===== config.mk =====
export PLATFORM = sky130hd
export DESIGN_NAME = pwm_bcd_gen
export DESIGN_NICKNAME = d
export VERILOG_FILES = /design/src/rtl/pwm_bcd_pkg.sv /design/src/rtl/bcd_decade_cnt.sv /design/src/rtl/bcd_setpoint_hold.sv /design/src/rtl/pwm_sr_stage.sv /design/src/rtl/pwm_bcd_gen.sv
export SDC_FILE = /design/constraint.sdc
export NUM_CORES = 1
export LEC_CHECK = 0
export BUFFER_PORTS_ARGS = -buffer_cell sky130_fd_sc_hd__buf_2
export CAP_MARGIN = 20
export CORE_MARGIN = 2
export CORE_UTILIZATION = 40
export CTS_BUF_LIST = sky130_fd_sc_hd__clkbuf_16
export DETAILED_ROUTE_END_ITERATION = 10
export HOLD_SLACK_MARGIN = 0.03
export SYNTH_ARGS = -nofsm -noshare
export SYNTH_HDL_FRONTEND = slang
export SYNTH_HIERARCHICAL = 1
export SYNTH_SLANG_ARGS = --single-unit

===== constraint.sdc =====
create_clock -name clk -period 4 [get_ports clk]
set_input_delay 0.8 -clock clk [delete_from_list [all_inputs] [get_ports clk]]
set_output_delay 0.8 -clock clk [all_outputs]
set_load 0.05 [all_outputs]

===== src/rtl/pwm_bcd_pkg.sv =====
package pwm_bcd_pkg;

    localparam int DIGIT_W    = 4;
    localparam int RADIX      = 10;
    localparam int NUM_DIGITS = 2;
    localparam int PERIOD     = RADIX ** NUM_DIGITS;
    localparam int GAP_W      = $clog2(PERIOD + 1);

    typedef logic [DIGIT_W-1:0] bcd_digit_t;

    typedef struct packed {
        bcd_digit_t tens;
        bcd_digit_t units;
    } bcd_pair_t;

    // Reduce an out-of-range code to the largest legal digit.
    function automatic bcd_digit_t clamp_digit(input bcd_digit_t d);
        bcd_digit_t lim;
        lim = bcd_digit_t'(RADIX - 1);
        return (d > lim) ? lim : d;
    endfunction

    function automatic bcd_pair_t clamp_pair(input bcd_pair_t p);
        bcd_pair_t r;
        r.tens  = clamp_digit(p.tens);
        r.units = clamp_digit(p.units);
        return r;
    endfunction

    function automatic logic pair_is_zero(input bcd_pair_t p);
        return (p.tens == '0) && (p.units == '0);
    endfunction

endpackage


===== src/rtl/bcd_decade_cnt.sv =====
module bcd_decade_cnt #(
    parameter int W   = 4,
    parameter int LIM = 10
) (
    input  logic         clk,
    input  logic         rst,
    input  logic         en_i,
    output logic [W-1:0] q_o,
    output logic [W-1:0] nxt_o,
    output logic         carry_o
);
    localparam logic [W-1:0] TOP = W'(LIM - 1);

    logic [W-1:0] q;

    always_comb begin
        carry_o = en_i && (q == TOP);
        if (!en_i)
            nxt_o = q;
        else if (q == TOP)
            nxt_o = '0;
        else
            nxt_o = W'(q + 1'b1);
    end

    always_ff @(posedge clk) begin
        if (rst)
            q <= '0;
        else
            q <= nxt_o;
    end

    assign q_o = q;
endmodule


===== src/rtl/bcd_setpoint_hold.sv =====
module bcd_setpoint_hold
    import pwm_bcd_pkg::*;
(
    input  logic      clk,
    input  logic      rst,
    input  logic      load_i,
    input  bcd_pair_t raw_i,
    output bcd_pair_t hold_o,
    output bcd_pair_t next_o
);
    bcd_pair_t hold_q;

    // The value in force from the next cycle on.
    always_comb begin
        if (rst || load_i)
            next_o = clamp_pair(raw_i);
        else
            next_o = hold_q;
    end

    always_ff @(posedge clk) begin
        hold_q <= next_o;
    end

    assign hold_o = hold_q;
endmodule


===== src/rtl/pwm_sr_stage.sv =====
module pwm_sr_stage (
    input  logic clk,
    input  logic rst,
    input  logic rst_val_i,
    input  logic set_i,
    input  logic clr_i,
    output logic q_o
);
    logic q;

    always_ff @(posedge clk) begin
        if (rst)
            q <= rst_val_i;
        else if (clr_i)
            q <= 1'b0;
        else if (set_i)
            q <= 1'b1;
    end

    assign q_o = q;
endmodule


===== src/rtl/pwm_bcd_gen.sv =====
module pwm_bcd_gen
    import pwm_bcd_pkg::*;
(
    input  logic       clk,
    input  logic       rst,
    input  logic [3:0] sp_tens_i,
    input  logic [3:0] sp_units_i,
    output logic       pwm_o,
    output logic       pwm_n_o,
    output logic       period_start_o
);
    logic [NUM_DIGITS-1:0][DIGIT_W-1:0] cnt_q;
    logic [NUM_DIGITS-1:0][DIGIT_W-1:0] cnt_nxt;
    logic [NUM_DIGITS:0]                en_chain;

    assign en_chain[0] = 1'b1;

    // Digit 0 is the units digit; each carry enables the next digit up.
    generate
        for (genvar g = 0; g < NUM_DIGITS; g++) begin : g_digit
            bcd_decade_cnt #(
                .W   (DIGIT_W),
                .LIM (RADIX)
            ) u_cnt (
                .clk     (clk),
                .rst     (rst),
                .en_i    (en_chain[g]),
                .q_o     (cnt_q[g]),
                .nxt_o   (cnt_nxt[g]),
                .carry_o (en_chain[g+1])
            );
        end
    endgenerate

    logic      wrap;
    bcd_pair_t cnt_next_pair;
    bcd_pair_t raw_sp;
    bcd_pair_t sp_hold;
    bcd_pair_t sp_next;
    logic      hit;
    logic      rst_level;
    logic      out_q;
    logic      stb_q;

    assign wrap          = en_chain[NUM_DIGITS];
    assign cnt_next_pair = '{tens: cnt_nxt[1], units: cnt_nxt[0]};
    assign raw_sp        = '{tens: sp_tens_i, units: sp_units_i};

    bcd_setpoint_hold u_hold (
        .clk    (clk),
        .rst    (rst),
        .load_i (wrap),
        .raw_i  (raw_sp),
        .hold_o (sp_hold),
        .next_o (sp_next)
    );

    // Decide on the next count so the output lines up with the counter.
    assign hit       = (cnt_next_pair == sp_next);
    assign rst_level = !pair_is_zero(sp_next);

    pwm_sr_stage u_out (
        .clk       (clk),
        .rst       (rst),
        .rst_val_i (rst_level),
        .set_i     (wrap),
        .clr_i     (hit),
        .q_o       (out_q)
    );

    always_ff @(posedge clk) begin
        if (rst)
            stb_q <= 1'b0;
        else
            stb_q <= wrap;
    end

    assign pwm_o          = out_q;
    assign pwm_n_o        = !out_q;
    assign period_start_o = stb_q;

endmodule


Word level (Yosys, flattened, before mapping)

Cells that the tools add are included.

Logic and storage cells: 30
Output and inout bits: 3
Bits in registers: 18

Equal/unequal tests: 3
Multiplexer cells: 9
Add/sub/neg operators: 2
Reduce and logical (&&, ||, !) cells: 8
$lt $le $gt $ge: 2

Operator list:

| operator              | count |
|---|---|
| $mux W4               | 5 |
| $add A4 B1 Y4 const B | 2 |
| $eq A4 B4 Y1 const B  | 2 |
| $eq A8 B8 Y1          | 1 |
| $gt A4 B4 Y1 const B  | 2 |
| $logic_not A4 Y1      | 2 |
| $mux W8               | 1 |
| $mux W1               | 3 |
| $reduce_bool A3 Y1    | 1 |
| $logic_and A1 B1 Y1   | 2 |
| $logic_not A1 Y1      | 2 |
| $logic_or A1 B1 Y1    | 1 |

Depth between registers and ports, before layout

Depth in word-level cells: 8
Gate-level depth with buffers: 11
Gate-level depth less buffers: 10

Modules after synthesis

Netlist, hierarchy kept.

Modules (own cells, without submodules):

| module            | times used | area each (um2) | sequential area each (um2) | cells each |
|---|---|---|---|---|
| bcd_decade_cnt    | 2          | 198.9           | 80.1                       | 22 |
| bcd_setpoint_hold | 1          | 329.1           | 160.2                      | 29 |
| pwm_bcd_gen       | 1          | 136.4           | 20.0                       | 18 |
| pwm_sr_stage      | 1          | 45.0            | 30.0                       | 4 |

Least setup slack after synthesis

No wires, ideal clock.

Path kind: register -> register
From: register g_digit[0].u_cnt.q[3]
To: register u_out.q, in the netlist u_out/q_o (enable)
Arrival: 2.601 ns
Clock period less this slack: 2.855 ns
Required time: 3.746 ns
Library setup time: 0.254 ns
Cell stages (with the launch flop): 12
Slack: 1.145 ns
Buffers on the path: 1
Path through: dfxtp_1 -> nor2b_1 -> nor3b_1 -> nand2_2 -> nor3b_1 -> or2_1 -> buf_6 -> mux2_4 -> xnor2_1 -> nand4_1 -> nor2_1 -> or3_1

RTL lines:

| item                     | RTL line             | source |
|---|---|---|
| start: declaration       | bcd_decade_cnt.sv:14 | `logic [W-1:0] q;` |
| start signal: assignment | bcd_decade_cnt.sv:30 | `q <= nxt_o;` |
| end signal: assignment   | pwm_sr_stage.sv:13   | `q <= rst_val_i;` |
| end: declaration         | pwm_sr_stage.sv:9    | `logic q;` |

==> results by group <==
Run status
  • Status: complete, no violations

Critical path
  • Worst R2R Start: g_digit[0].u_cnt/q_o[3]
  • Most used cell, CP: nor3b_1
  • Bufs and invs on worst path: 1
  • Data required, critical path: 4.00 ns
  • CP Capture Type: flip-flop
  • CP cell instances: nor2b_1, nor3b_1, nand2_2, nor3b_1, buf_4, or2_1, mux2_4, xnor2_1, nand4_1, nor2_1, or3_1
  • Worst R2R End: u_out/q_o
  • Startpoint Class: flip-flop
  • Reg2reg setup slack: 0.90 ns
  • Arrival time at the worst endpoint: 3.10 ns
  • Worst Setup Path Type: reg -> reg
  • Slowest CP cell: nor3b_1
  • Worst R2R Path Depth: 11
  • CP peak stage delay: 0.48 ns
  • Cell family with most CP delay: simple AND/OR/NAND/NOR gates
  • Critical path fanouts, max: 6

Place
  • Dpl cells: 138
  • Post-Place Worst Slack: 0.918 ns
  • Port bufs: 12
  • Routability cong.: 0.828
  • Dpl cell area: 1010 um^2
  • DP HPWL: 1.19 mm

Floorplanning
  • Core Area: 2170 um^2
  • I/O pin count: 13
  • Die width: 51.7 um
  • Num rows: 17
  • Die ar.: 2670 um^2
  • Initial core utilization: 41.9%
  • Die Height: 51.7 um

Clock network
  • Post-cts gate resize count: 0
  • Root Buffer: clkbuf_16
  • Hold buffer count at cts: 0
  • Skew-Pair Late Insertion Delay: 0.24 ns
  • Clk sinks: 18
  • H-tree levels: 1
  • CTS tree: yes
  • Reg clk slew, reported paths: 0.05 ns
  • CTS buffer count: 3
  • Worst-case clock buffer depth: 2
  • Postcts setup bufs: 0

Cells and area
  • Design area: 1090 um^2
  • Area Overhead vs Synth: 20.0%
  • Diode count: 0
  • Layout Cells excl Fill: 142
  • Final Net Count: 125
  • Share of layout cells above drive strength 1: 26.3%
  • Fill cell count: 229
  • Post-Route Utilization: 50.2%

Hold path
  • Hold Crit Start: u_hold/hold_o[2]
  • Hold Path End: u_hold/hold_o[2]
  • Worst hold path stage count: 1
  • Hold Crit Class: reg -> reg

Power
  • Overall power: 0.447 mW
  • Max IR drop VDD: 0.381 mV
  • PwrDens: 410 nW/um^2
  • Leak: 0.467 nW

STA
  • Slew Limit Fails: 0
  • Fin crit share: 77.5%
  • Slew HR: 65.0%
  • Period minus WS final: 3.10 ns
  • WHS: 0.489 ns
  • Fin worst setup slack: 0.900 ns
  • RSZ-0062 raised after global routing: false
  • Clk_skew: 0.00540 ns
  • Worst-Margin Slew: 0.524 ns
  • Setup violations, final: 0
  • Fmax: 323 MHz
  • Setup TNS: 0 ns
  • Final Hold Viols: 0

Yosys
  • Synth Register Bits: 18
  • Synth Cell Area: 908 um^2
  • Most area-consuming cells after synthesis: dfxtp_1 37%, xnor2_1 9.6%, nor2b_1 9.0%
  • Yosys warns: 6
  • Synth cell types: 26
  • Synth area leader: dfxtp_1
  • Syn_area_per_cell: 9.56 um^2
  • Seq/Total Area, Yosys: 40.8%
  • Gate Count Post-Synth: 95
  • Synth top area share: 37.5%

Route
  • DR vias: 690
  • Final ANT Viol Nets: 0
  • Initial DRC Count: 2
  • Pre-antenna DRT Iters: 2
  • Post-route DRC: 0
  • Mean number of vias per cell: 4.86
  • Routed len/inst: 11.1 um
  • Final WL: 1.58 mm

GRT
  • Overall routing resource usage: 14.2%
  • GRT overflow: 0
  • Largest net degree at the start of global routing: 17
  • Vias in the first global route: 599
  • First-pass GRT wire length: 2.72 mm
  • Initial antenna violation count: 0

Flow run
  • # Max-Cap Violations: 0
[worst reg2reg max path: stages (launching register included)]
cell	delay (ns)
dfxtp_1	0.34
nor2b_1	0.19
nor3b_1	0.48
nand2_2	0.15
nor3b_1	0.22
buf_4	0.17
or2_1	0.29
mux2_4	0.36
xnor2_1	0.14
nand4_1	0.09
nor2_1	0.05
or3_1	0.37
[worst max-delay path by stage]
stage	cells after the start	startpoint	endpoint	slack, ns
finish	11	g_digit[0].u_cnt/q_o[3]	u_out/q_o	0.90
global route	11	g_digit[0].u_cnt/q_o[3]	u_out/q_o	0.68
CTS	11	g_digit[0].u_cnt/q_o[3]	u_out/q_o	0.89
detailed placement	11	g_digit[0].u_cnt/q_o[3]	u_out/q_o	0.92
global placement	11	g_digit[0].u_cnt/q_o[3]	u_out/q_o	1.01
floorplan	11	g_digit[0].u_cnt/q_o[3]	u_out/q_o	1.15
[routing by layer]
metal  GRT usage, %  wire length, um  vias up
met5              0                0        -
li1               -                -      363
met2           23.1              749        7
met3           5.17               44        2
met1           17.0              767      318
met4           5.26               16        0
[synthesized netlist by cell type (all sizes together)]
library cell / number
xor2: 2
inv: 3
nand3: 2
o21ai: 7
conb: 1
mux2: 6
or3: 3
nor2: 2
buf: 1
or2: 1
a31oi: 2
nand2: 10
and4b: 2
a21oi: 4
nor4: 2
nor3b: 2
dfxtp: 17
nor2b: 13
edfxtp: 1
nor3: 2
xnor2: 10
nand4: 2
[cells by family after synthesis]
kind of cell | after synthesis | synth area share (%)
buffers and inverters | 4 | 2.48
other | 1 | 0.413
and+or+nand+nor | 41 | 27.4
muxes | 6 | 9.09
xor gates and xnor gates | 12 | 11.6
DFF | 18 | 40.8
AOI/OAI and AO/OA | 13 | 8.26
[cell usage in the layout, fill, tap and decap left out, types with 3 or more instances in the layout]
| cell | synthesis | routed |
|---|---|---|
| buf_2 | 0 | 12 |
| clkbuf_16 | 0 | 3 |
| conb_1 | 1 | 4 |
| dfxtp_1 | 17 | 17 |
| inv_1 | 3 | 4 |
| mux2_4 | 4 | 4 |
| nand2_1 | 8 | 8 |
| nor2b_1 | 13 | 13 |
| o21ai_0 | 7 | 7 |
| xnor2_1 | 10 | 10 |
[area by class of cell]
cell class	count	area [um^2]	area share [%]
Tap cell	28	35.0	3.21
Clock inverter	1	3.75	0.344
Clock buffer	3	75.1	6.89
Inverter	3	11.3	1.03
Multi-Input combinational cell	76	527	48.3
Timing Repair Buffer	13	67.6	6.20
Sequential cell	18	370	34.0
[sequential cells by signal, indices dropped and copies added, names as in the netlist]
signal / count
period_start_o: 1
g_digit.u_cnt/q_o: 8
u_out/q_o: 1
u_hold/hold_o: 8
[power breakdown]
group          switching (mW)  leakage, nW  internal [mW]
logic                  0.0285        0.276         0.0262
registers             0.00451        0.149          0.192
clock network          0.0638       0.0423          0.133
No activity file was read; power rests on OpenSTA's default activity.
